$ cat src/rtl/dim_pkg.sv
// Package: shared constants and types for the descriptor-driven I2C sequencer.
// Assumes descriptor status bit positions are fixed, because software and the
// sequencer both decode them.
package dim_pkg;
    localparam int TXB_READY = 15;
    localparam int TXB_WRAP  = 13;
    localparam int TXB_LAST  = 11;
    localparam int TXB_START = 10;
    localparam int TXB_NAK   = 2;
    localparam int TXB_UN    = 1;
    localparam int TXB_CL    = 0;
    localparam int RXB_EMPTY = 15;
    localparam int RXB_WRAP  = 13;
    localparam int RXB_OV    = 1;

    typedef enum logic [1:0] {
        OP_START = 2'd0,
        OP_WRITE = 2'd1,
        OP_READ  = 2'd2,
        OP_STOP  = 2'd3
    } bus_op_t;

    typedef enum logic [3:0] {
        S_IDLE, S_TFETCH, S_START, S_BYTE, S_RFETCH,
        S_STOP, S_RWB, S_TWB, S_FIN
    } seq_state_t;

    localparam logic [1:0] RA_MODE = 2'd0;
    localparam logic [1:0] RA_CMD  = 2'd1;
    localparam logic [1:0] RA_EVT  = 2'd2;
endpackage

$ cat src/rtl/dim_regs.sv
// Module: control registers. Holds the enable and master bits and the sticky
// event bits. It produces the go pulse. Assumes one register write per cycle.
// A hardware set of an event bit wins over a software clear in the same cycle.
module dim_regs
    import dim_pkg::*;
(
    input  logic       clk,
    input  logic       rst_n,
    input  logic       reg_we,
    input  logic [1:0] reg_addr,
    input  logic [7:0] reg_wdata,
    output logic [7:0] reg_rdata,
    input  logic       busy,
    input  logic       fin,
    input  logic       fin_err,
    output logic       go
);
    logic       en_q;
    logic       master_q;
    logic [1:0] evt_q;

    // go: start command with master bit, only when enabled and idle
    assign go = reg_we && (reg_addr == RA_CMD) && reg_wdata[7] && reg_wdata[0]
                && en_q && !busy;

    // register state update
    always_ff @(posedge clk) begin
        if (!rst_n) begin
            en_q     <= 1'b0;
            master_q <= 1'b0;
            evt_q    <= 2'b00;
        end else begin
            if (reg_we && reg_addr == RA_MODE) en_q <= reg_wdata[0];
            if (reg_we && reg_addr == RA_CMD)  master_q <= reg_wdata[0];
            evt_q <= (evt_q & ~((reg_we && reg_addr == RA_EVT) ? reg_wdata[1:0] : 2'b00))
                     | (fin ? (fin_err ? 2'b10 : 2'b01) : 2'b00);
        end
    end

    // read mux
    always_comb begin
        case (reg_addr)
            RA_MODE: reg_rdata = {7'd0, en_q};
            RA_CMD:  reg_rdata = {7'd0, master_q};
            RA_EVT:  reg_rdata = {6'd0, evt_q};
            default: reg_rdata = 8'd0;
        endcase
    end
endmodule

$ cat src/rtl/dim_ctrl.sv
// Module: sequencer. Walks the transmit descriptor chain and drives the byte
// engine commands. It moves bytes between the byte RAM and the engine and
// writes status back. Assumes the descriptor and RAM reads are combinational
// (zero latency). Assumes eng_done is a one-cycle strobe answering the
// presented command.
module dim_ctrl
    import dim_pkg::*;
#(
    parameter int NDESC  = 4,
    parameter int BUF_AW = 8,
    parameter int MAX_RX = 128,
    localparam int IDX_W = $clog2(NDESC)
) (
    input  logic              clk,
    input  logic              rst_n,
    input  logic              go,
    output logic              busy,
    output logic              fin,
    output logic              fin_err,
    output logic              dsc_sel_rx,
    output logic [IDX_W-1:0]  dsc_idx,
    input  logic [15:0]       dsc_status,
    input  logic [15:0]       dsc_len,
    input  logic [15:0]       dsc_ptr,
    output logic              dsc_we,
    output logic [15:0]       dsc_wstatus,
    output logic [BUF_AW-1:0] buf_addr,
    input  logic [7:0]        buf_rdata,
    output logic              buf_we,
    output logic [7:0]        buf_wdata,
    output logic              cmd_valid,
    output logic [1:0]        cmd_op,
    output logic [7:0]        cmd_wdata,
    output logic              cmd_nack,
    input  logic              eng_done,
    input  logic [7:0]        eng_rdata,
    input  logic              eng_nak,
    input  logic              eng_col
);
    localparam logic [15:0]      RX_CAP   = 16'(MAX_RX);
    localparam logic [IDX_W-1:0] LAST_IDX = IDX_W'(NDESC - 1);

    seq_state_t       state;
    logic [IDX_W-1:0] tx_idx, rx_idx;
    logic [15:0]      st, len, ptr, cnt;
    logic [15:0]      rx_st, rx_len, rx_ptr;
    logic             rd_mode, rx_ok, ov, abort, seq_err;
    logic [2:0]       err;

    logic [15:0] rd_off, rx_lim;
    logic        rd_byte, at_end, new_rd, rx_room;

    // byte-level decode of the current position in the entry
    assign rd_off  = cnt - 16'd1;
    assign rx_lim  = (rx_len > RX_CAP) ? RX_CAP : rx_len;
    assign rd_byte = rd_mode && (cnt != 16'd0);
    assign at_end  = (cnt == len - 16'd1);
    assign new_rd  = (cnt == 16'd0) && st[TXB_START] && buf_rdata[0];
    assign rx_room = rx_ok && (rd_off < rx_lim);

    // descriptor and RAM port steering
    assign dsc_sel_rx  = (state == S_RFETCH) || (state == S_RWB);
    assign dsc_idx     = dsc_sel_rx ? rx_idx : tx_idx;
    assign dsc_we      = (state == S_RWB) || (state == S_TWB);
    assign dsc_wstatus = (state == S_RWB)
                       ? ((rx_st & ~(16'd1 << RXB_EMPTY)) | (ov ? (16'd1 << RXB_OV) : 16'd0))
                       : ((st & ~(16'd1 << TXB_READY)) | {13'd0, err});
    assign buf_addr    = rd_byte ? (rx_ptr[BUF_AW-1:0] + rd_off[BUF_AW-1:0])
                                 : (ptr[BUF_AW-1:0] + cnt[BUF_AW-1:0]);
    assign buf_we      = (state == S_BYTE) && eng_done && rd_byte && rx_room;
    assign buf_wdata   = eng_rdata;

    // engine command presentation
    assign cmd_valid = (state == S_START) || (state == S_BYTE) || (state == S_STOP);
    assign cmd_op    = (state == S_START) ? OP_START
                     : (state == S_STOP)  ? OP_STOP
                     : (rd_byte ? OP_READ : OP_WRITE);
    assign cmd_wdata = buf_rdata;
    assign cmd_nack  = rd_byte && at_end;

    assign busy    = (state != S_IDLE);
    assign fin     = (state == S_FIN);
    assign fin_err = seq_err;

    // sequencer state machine
    always_ff @(posedge clk) begin
        if (!rst_n) begin
            state   <= S_IDLE;
            tx_idx  <= '0;
            rx_idx  <= '0;
            st      <= '0;
            len     <= '0;
            ptr     <= '0;
            cnt     <= '0;
            rx_st   <= '0;
            rx_len  <= '0;
            rx_ptr  <= '0;
            rd_mode <= 1'b0;
            rx_ok   <= 1'b0;
            ov      <= 1'b0;
            abort   <= 1'b0;
            seq_err <= 1'b0;
            err     <= '0;
        end else begin
            case (state)
                S_IDLE: if (go) begin
                    tx_idx  <= '0;
                    rx_idx  <= '0;
                    seq_err <= 1'b0;
                    state   <= S_TFETCH;
                end
                S_TFETCH: begin
                    st      <= dsc_status;
                    len     <= dsc_len;
                    ptr     <= dsc_ptr;
                    cnt     <= '0;
                    rd_mode <= 1'b0;
                    rx_ok   <= 1'b0;
                    ov      <= 1'b0;
                    abort   <= 1'b0;
                    err     <= '0;
                    if (!dsc_status[TXB_READY]) state <= S_FIN;
                    else if (dsc_len == 16'd0) begin
                        err[TXB_UN] <= 1'b1;
                        abort       <= 1'b1;
                        state       <= S_TWB;
                    end else if (dsc_status[TXB_START]) state <= S_START;
                    else state <= S_BYTE;
                end
                S_START: if (eng_done) state <= S_BYTE;
                S_BYTE: if (eng_done) begin
                    if (!rd_byte && (eng_nak || eng_col)) begin
                        err[TXB_NAK] <= eng_nak;
                        err[TXB_CL]  <= eng_col;
                        abort        <= 1'b1;
                        state        <= S_STOP;
                    end else begin
                        if (rd_byte && !rx_room) ov <= 1'b1;
                        cnt <= cnt + 16'd1;
                        if (at_end)
                            state <= st[TXB_LAST] ? S_STOP
                                   : ((rd_mode && rx_ok) ? S_RWB : S_TWB);
                        else if (new_rd) begin
                            rd_mode <= 1'b1;
                            state   <= S_RFETCH;
                        end
                    end
                end
                S_RFETCH: begin
                    rx_st  <= dsc_status;
                    rx_len <= dsc_len;
                    rx_ptr <= dsc_ptr;
                    rx_ok  <= dsc_status[RXB_EMPTY];
                    state  <= S_BYTE;
                end
                S_STOP: if (eng_done) state <= (rd_mode && rx_ok) ? S_RWB : S_TWB;
                S_RWB: begin
                    rx_idx  <= (rx_st[RXB_WRAP] || rx_idx == LAST_IDX) ? '0 : rx_idx + 1'b1;
                    seq_err <= seq_err | ov;
                    state   <= S_TWB;
                end
                S_TWB: begin
                    seq_err <= seq_err | (err != 3'd0) | (rd_mode && !rx_ok);
                    if (abort || st[TXB_LAST]) state <= S_FIN;
                    else begin
                        tx_idx <= (st[TXB_WRAP] || tx_idx == LAST_IDX) ? '0 : tx_idx + 1'b1;
                        state  <= S_TFETCH;
                    end
                end
                S_FIN: state <= S_IDLE;
                default: state <= S_IDLE;
            endcase
        end
    end
endmodule

$ cat src/rtl/dscr_i2c_master.sv
// Module: top of the descriptor-driven I2C master sequencer. Joins the register
// block and the sequencer. Assumes external zero-latency descriptor and byte
// RAM storage and an external byte-level bus engine.
module dscr_i2c_master #(
    parameter int NDESC  = 4,
    parameter int BUF_AW = 8,
    parameter int MAX_RX = 128,
    localparam int IDX_W = $clog2(NDESC)
) (
    input  logic              clk,
    input  logic              rst_n,
    input  logic              reg_we,
    input  logic [1:0]        reg_addr,
    input  logic [7:0]        reg_wdata,
    output logic [7:0]        reg_rdata,
    output logic              done,
    output logic              dsc_sel_rx,
    output logic [IDX_W-1:0]  dsc_idx,
    input  logic [15:0]       dsc_status,
    input  logic [15:0]       dsc_len,
    input  logic [15:0]       dsc_ptr,
    output logic              dsc_we,
    output logic [15:0]       dsc_wstatus,
    output logic [BUF_AW-1:0] buf_addr,
    input  logic [7:0]        buf_rdata,
    output logic              buf_we,
    output logic [7:0]        buf_wdata,
    output logic              cmd_valid,
    output logic [1:0]        cmd_op,
    output logic [7:0]        cmd_wdata,
    output logic              cmd_nack,
    input  logic              eng_done,
    input  logic [7:0]        eng_rdata,
    input  logic              eng_nak,
    input  logic              eng_col
);
    logic go, busy, fin, fin_err;

    // register block: enable, master, events
    dim_regs u_regs (
        .clk(clk), .rst_n(rst_n), .reg_we(reg_we), .reg_addr(reg_addr),
        .reg_wdata(reg_wdata), .reg_rdata(reg_rdata), .busy(busy),
        .fin(fin), .fin_err(fin_err), .go(go)
    );

    // descriptor walker and command sequencer
    dim_ctrl #(.NDESC(NDESC), .BUF_AW(BUF_AW), .MAX_RX(MAX_RX)) u_ctrl (
        .clk(clk), .rst_n(rst_n), .go(go), .busy(busy), .fin(fin), .fin_err(fin_err),
        .dsc_sel_rx(dsc_sel_rx), .dsc_idx(dsc_idx), .dsc_status(dsc_status),
        .dsc_len(dsc_len), .dsc_ptr(dsc_ptr), .dsc_we(dsc_we), .dsc_wstatus(dsc_wstatus),
        .buf_addr(buf_addr), .buf_rdata(buf_rdata), .buf_we(buf_we), .buf_wdata(buf_wdata),
        .cmd_valid(cmd_valid), .cmd_op(cmd_op), .cmd_wdata(cmd_wdata), .cmd_nack(cmd_nack),
        .eng_done(eng_done), .eng_rdata(eng_rdata), .eng_nak(eng_nak), .eng_col(eng_col)
    );

    assign done = fin;
endmodule

$ cat config.mk
export PLATFORM = sky130hd
export DESIGN_NAME = dscr_i2c_master
export DESIGN_NICKNAME = d
export VERILOG_FILES = /design/src/rtl/dim_pkg.sv /design/src/rtl/dim_regs.sv /design/src/rtl/dim_ctrl.sv /design/src/rtl/dscr_i2c_master.sv
export SDC_FILE = /design/constraint.sdc
export NUM_CORES = 1
export LEC_CHECK = 0
export BUFFER_PORTS_ARGS = -buffer_cell sky130_fd_sc_hd__buf_4
export CAP_MARGIN = 20
export CELL_PAD_IN_SITES_DETAIL_PLACEMENT = 1
export CELL_PAD_IN_SITES_GLOBAL_PLACEMENT = 1
export CORE_ASPECT_RATIO = 1.5
export CORE_MARGIN = 2
export CORE_UTILIZATION = 40
export DETAILED_ROUTE_END_ITERATION = 8
export PLACE_DENSITY = 0.78
export SLEW_MARGIN = 20
export SYNTH_ARGS = -nofsm -noshare
export SYNTH_HDL_FRONTEND = slang
export SYNTH_SLANG_ARGS = --single-unit
export TNS_END_PERCENT = 1
$ cat constraint.sdc
create_clock -name clk -period 4 [get_ports clk]
set_input_delay 0.2 -clock clk [delete_from_list [all_inputs] [get_ports clk]]
set_output_delay 0.2 -clock clk [all_outputs]
set_load 0.005 [all_outputs]
==> impl_metrics.tcl, run 1 <==
set metrics [dict create \
    met3_length_um 828 \
    grt_max_degree 57 \
    num_vias 6530 \
    p_per_area_nw_per_um2 443 \
    diodes 0 \
    ys_seq_area_frac 0.334 \
    hold_class "in -> reg" \
    clkLatencyLatePin_ns 0.42 \
    synthAdderAreaFrac 0.0681 \
    postLayoutCoreUtil 0.484 \
    async_flop_share 0 \
    finalClockSkew_ns 0.00750 \
    cts_buffers 17 \
    ir_drop_mv 0.282 \
    cts_setup_buffers 0 \
    synth-main-ff-cell "dfxtp_1" \
    synth.mux.area_fraction 0.0123 \
    synth_top_area_frac 0.334 \
    place.gp.congestion 0.824 \
    synthSimpleGateAreaFrac 0.283 \
    dr_wl_met2_um 11600 \
    yosysMostFrequentCell "nand2_1" \
    path_class "reg -> out" \
    syn_area_sq_um 6840 \
    fp.dieH_um 164 \
    met1_length_um 7920 \
    critPathArrivalTime_ns 3.64 \
    highest_layer "met4" \
    crit_path_end_kind "output pin" \
    die-area_sq_um 18200 \
    synth.avg_cell_area_sq_um 7.37 \
    post-route-min-period_ns 3.84 \
    drt-total-wl_um 20900 \
    layout_worst_path_cycle_share 0.960 \
    hold_buffers 0 \
    drcViolationCount 0 \
    relSlewSlack 0.301 \
    synth_top_family_by_area "simple AND/OR/NAND/NOR gates" \
    start_util 0.408 \
    leakagePower_uw 0.00323 \
    finalHoldViolCount 0 \
    htree_levels 4 \
    required_ns 3.80 \
    grt_overflow 0 \
    cts-root-buf "clkbuf_16" \
    drtIter0Drc 220 \
    tightest_slew_ns 1.05 \
    clock_path_buffers 2 \
    fill_cells 2123 \
    layout-drive-gt1-share 0.162 \
    grt_pass1_wl_um 33500 \
    maxCapViolCount 0 \
    design_area_sq_um 8110 \
    ant_nets 0 \
    cts_num_sinks 114 \
    drt-wirelength-per-cell_um 17.4 \
    numPortBuffers 87 \
    synth_edf_count 0 \
    setup_violations 0 \
    fin_nets 1097 \
    core_sq_um 16800 \
    cp-start-kind "register" \
    cts_tree "done" \
    synth-compound-area-share 0.160 \
    worstPathMaxFanout 7 \
    hpwl_um 15100 \
    yosys-top-cells-count "nand2_1 (246), a21oi_1 (117), dfxtp_1 (114)" \
    ios 138 \
    num_rows 58 \
    fin_tns_setup_ns 0 \
    synth_area_leader_cell "dfxtp_1" \
    fp.dieW_um 111 \
    antenna_found_initial 0 \
    first_pass_iters 4 \
    grt_pass1_vias 6841 \
    synth_xor_area_frac 0.0692 \
    outcome "completed" \
    fmax_mhz 260 \
    yosys_warnings 0 \
    grt_util_all_layers 0.231 \
    vias_per_cell 5.43 \
    synth_area_leaders "dfxtp_1 (33%), nand2_1 (14%), a21oi_1 (8.6%), ha_1 (6.2%), xnor2_1 (4.4%)" \
    synth.distinct_cells 70 \
    synth-seq-cells 114 \
    netlist_instances 928 \
    finalMaxSlewViolations 0 \
    syn_to_final_growth_pct 18.6 \
    clk_pin_slew_ns 0.06 \
    place_area_sq_um 7500 \
]
## worst paths after layout
path | start | to | slack (ns) | cells past startpoint
setup / recovery | u_ctrl.cnt[0] | buf_we | 0.16 | 14
hold / removal | dsc_status[3] | u_ctrl.st[3] | 0.03 | 3
setup reg to reg | u_ctrl.len[0] | u_ctrl.state[2] | 0.67 | 8
hold reg to reg | u_ctrl.st[0] | u_ctrl.st[0] | 0.45 | 2
## metrics by stage
stage	hold slack, ns	setup WS [ns]	total power (uW)	cells
3_5_place_dp	0.400	0.394	2110	1172
2_1_floorplan	0.322	0.765	1830	941
4_1_cts	0.0222	0.0152	3610	1203
5_1_grt	0.0306	-0.0243	3760	1203
6_report	0.0280	0.158	3590	1203
3_3_place_gp	0.400	0.402	2100	1172
## metal layers
metal	vias up	global-route usage
met4	0	0.0869
li1	3218	-
met5	-	0
met2	132	0.457
met3	35	0.0498
met1	3145	0.234
## cell usage in the layout (no fill, tap or decap), types with 3 or more instances in the layout
cell	Yosys	final
nand2b_1	4	4
nor4_1	14	13
or3_1	11	11
or4_1	3	3
nand4_1	8	8
nor3_2	0	3
a21o_1	7	7
a32oi_1	3	3
nor2b_1	8	8
a21oi_1	117	116
a211o_1	3	3
o21ai_0	23	22
inv_1	24	23
xnor2_1	34	34
nand3_1	15	15
nor4b_1	5	5
clkinv_4	0	3
nor2_1	60	60
ha_1	34	33
and3b_1	3	3
mux2_2	3	3
nor3_1	19	15
or2_2	6	6
buf_4	23	99
a31oi_1	5	5
nand2_1	246	246
o31ai_1	3	3
dfxtp_1	114	113
xor2_1	20	20
mux2i_1	5	5
conb_1	2	15
clkinvlp_4	0	4
o21bai_1	5	5
clkbuf_16	0	17
## worst max-delay path, cell delays in order (launching register included)
cell and delay (ns):
dfxtp_1 0.31, buf_4 0.17, nor3_2 0.24, or3b_4 0.42, or2_2 0.36, xnor2_1 0.17
ha_1 0.27, a21o_1 0.17, a21o_1 0.18, a21oi_1 0.20, nor2b_1 0.07, o21ai_1 0.16
a21oi_2 0.10, nor4_2 0.25, buf_4 0.16
## where the power goes
group / switching (uW) / internal, uW
sequential: 84.1 / 1210
clock: 560 / 929
combinational: 464 / 347
total: 1110 / 2480
## sequential cells by signal, summed over array words and instances, names as in the netlist
signal / flops
u_ctrl.abort: 1
u_ctrl.cnt: 16
u_ctrl.err: 3
u_ctrl.fin_err: 1
u_ctrl.len: 16
u_ctrl.ov: 1
u_ctrl.ptr: 8
u_ctrl.rd_mode: 1
u_ctrl.rx_idx: 2
u_ctrl.rx_len: 16
u_ctrl.rx_ok: 1
u_ctrl.rx_ptr: 8
u_ctrl.rx_st: 15
u_ctrl.st: 15
u_ctrl.state: 4
u_ctrl.tx_idx: 2
u_regs.en_q: 1
u_regs.evt_q: 2
u_regs.master_q: 1
## cell families after synthesis
family,Yosys count
DFF,114
AOI/OAI and AO/OA,187
muxes,8
and+or+nand+nor,424
xor gates and xnor gates,54
other,2
adders and majority gates,36
buffers and inverters,103
## final cells by class
class                      instances  area [sq um]  area share
multi-input combinational        724          4150       0.512
sequential                       114          2280       0.281
timing repair buffer              99           743      0.0916
clock buffer                      19           443      0.0546
tap                              210           263      0.0324
clock inverter                    12           135      0.0167
inverter                          25          93.8      0.0116
## repair_timing
item                       4_1_cts  5_1_grt
resized for setup                1        8
setup endpoints to repair        1        1
pin swaps                        0        1
(Power assumes the default switching activity.)
==> run 2, diff against run 1 <==
--- a/config.mk
+++ b/config.mk
@@ -10,10 +10,11 @@
 export CELL_PAD_IN_SITES_DETAIL_PLACEMENT = 1
 export CELL_PAD_IN_SITES_GLOBAL_PLACEMENT = 1
 export CORE_ASPECT_RATIO = 1.5
-export CORE_MARGIN = 2
 export CORE_UTILIZATION = 40
 export DETAILED_ROUTE_END_ITERATION = 8
+export GPL_TIMING_DRIVEN = 0
 export PLACE_DENSITY = 0.78
+export SETUP_SLACK_MARGIN = 0.5
 export SLEW_MARGIN = 20
 export SYNTH_ARGS = -nofsm -noshare
 export SYNTH_HDL_FRONTEND = slang
==> impl_metrics.tcl, run 2 (synthesis gave the netlist of run 1 again) <==
set metrics [dict create \
    finalMaxSlewViolations 0 \
    worstHoldStart "dsc_status[5]" \
    diodes 0 \
    start_util 0.408 \
    r2r_cells 13 \
    path_class "reg -> out" \
    fin_ws_ns 0.213 \
    num_rows 58 \
    r2r-start "u_ctrl.cnt[1]" \
    antenna_found_initial 0 \
    core_sq_um 16800 \
    hold_buffers 0 \
    fin_tns_setup_ns 0 \
    critPathArrivalTime_ns 3.59 \
    hold_class "in -> reg" \
    grt_max_degree 17 \
    drt-wirelength-per-cell_um 17.7 \
    r2r_slack_ns 0.67 \
    cts_tree "done" \
    drt-total-wl_um 22900 \
    post-route-min-period_ns 3.79 \
    numPortBuffers 102 \
    layout_worst_path_cycle_share 0.947 \
    cts_buffers 17 \
    relSlewSlack 0.379 \
    grt_overflow 0 \
    multiInputGateArea_sq_um 4220 \
    final_common_cell "nand2_1" \
    clkLatencyLatePin_ns 0.42 \
    rsz0062_at_grt "yes" \
    place.gp.congestion 0.836 \
    grt_busiest_layer "met2" \
    p_seq_frac 0.347 \
    cp-start-kind "register" \
    setup_violations 0 \
    fmax_mhz 264 \
    reg.largest.list "u_ctrl.cnt (16), u_ctrl.len (16), u_ctrl.rx_len (16)" \
    first_pass_iters 4 \
    use_met3 0.0405 \
    outcome "completed" \
    use_met2 0.508 \
    whs_path_depth 3 \
    p_per_area_nw_per_um2 419 \
    num_vias 7005 \
    vias_per_cell 5.40 \
    final_cell_mix "nand2_1 (246), buf_4 (139), a21oi_1 (116), dfxtp_1 (111), nor2_1 (60)" \
    p_int_uw 2520 \
    min_to "u_ctrl.rx_st[5]" \
    grt_util_all_layers 0.268 \
    seq_area_sq_um 2290 \
    power_switching_uw 1140 \
    leakagePower_uw 0.00354 \
    fp.dieH_um 162 \
    ir_drop_mv 0.351 \
    syn_to_final_growth_pct 27.8 \
    ant_nets 0 \
    crit_path_end_kind "output pin" \
    dp_slack_ns 0.0191 \
    htree_levels 4 \
    worstPathMaxFanout 4 \
    layout-drive-gt1-share 0.202 \
    fill_cells 2120 \
    clock_path_buffers 2 \
    met1_usage 0.275 \
    switching_share 0.312 \
    drtIter0Drc 248 \
    grt_pass1_wl_um 36200 \
    clkPwrFrac 0.414 \
    r2r_end "u_ctrl.cnt[15]" \
    finalHoldViolCount 0 \
    fp.dieW_um 109 \
    fin_nets 1191 \
    clk_pin_slew_ns 0.06 \
    hpwl_um 17400 \
    die-area_sq_um 17600 \
    finalClockSkew_ns 0.00921 \
    tightest_slew_ns 0.925 \
    grt_pass1_vias 7169 \
    ios 138 \
    drcViolationCount 0 \
    required_ns 3.80 \
    power_frac_comb 0.240 \
    cts-root-buf "clkbuf_16" \
    cts_num_sinks 114 \
    maxCapViolCount 0 \
]
==> run 2: changes by cell type in the layout (fill, tap and decap cells not counted), sizes merged <==
cell	before	now
inv	26	24
buf	99	145
clkbuf	19	67
clkinv	5	8
==> run 2: cell type report <==
| class | count | share of cell area |
|---|---|---|
| Buffer | 78 | 0.0478 |
| Inverter | 25 | 0.0113 |
| Sequential cell | 114 | 0.262 |
| Clock buffer | 19 | 0.0518 |
| Tap cell | 210 | 0.0301 |
| Timing Repair Buffer | 115 | 0.0988 |
| Clock inverter | 13 | 0.0156 |
| Multi-Input combinational cell | 724 | 0.482 |
==> run 2: timing repair <==
item,in CTS,in global routing
cloned,0,0
buffers inserted,12,1
pin swaps,6,6
resized for setup,29,8
endpoints found under the setup margin,11,10
==> run 2: critical path: stages, from the launching register on <==
cell	delay [ns]
dfxtp_4	0.35
inv_4	0.06
ha_4	0.13
or4b_4	0.45
buf_6	0.14
or2_4	0.26
or4_4	0.43
xnor2_2	0.16
ha_1	0.27
nand4_1	0.08
nor2_1	0.07
a211o_1	0.34
nor4_4	0.27
buf_4	0.16
==> run 2: worst max-delay path by stage <==
stage | from | slack, ns | cells after the start | end
final | u_ctrl.cnt[1] | 0.21 | 13 | buf_we
after global routing | u_ctrl.cnt[1] | 0.11 | 13 | buf_we
after CTS | u_ctrl.cnt[1] | 0.13 | 13 | buf_we
after detailed placement | u_ctrl.cnt[0] | 0.02 | 13 | buf_we
after global placement | u_ctrl.cnt[0] | 0.05 | 13 | buf_we
after floorplan | u_ctrl.cnt[0] | 0.77 | 12 | buf_we
==> run 2: power groups by stage <==
stage / sequential, uW / clock, uW / combinational, uW
floorplan: 1270 / 0 / 558
global placement: 1290 / 0 / 838
detailed placement: 1300 / 0 / 856
CTS: 1270 / 1530 / 868
global route: 1280 / 1590 / 955
finish: 1270 / 1520 / 878
==> run 2: through the flow <==
stage,power (uW),utilization,hold slack [ns],cell area [sq um],std cells
4_1_cts,3670,0.518,0.0309,8680,1297
2_1_floorplan,1830,-,0.322,6890,941
6_report,3660,0.521,0.0326,8740,1298
5_1_grt,3820,0.521,0.0368,8740,1298
3_3_place_gp,2130,0.472,0.438,7920,1253
3_5_place_dp,2150,0.472,0.449,7920,1253
==> run 2: metal layers <==
layer  part of all wire  vias to the layer above  wire [um]
met2               0.55                      186      12500
met3              0.040                       61        913
li1                   -                     3409          -
met5                  0                        -          0
met1               0.37                     3349       8530
met4              0.042                        0        953
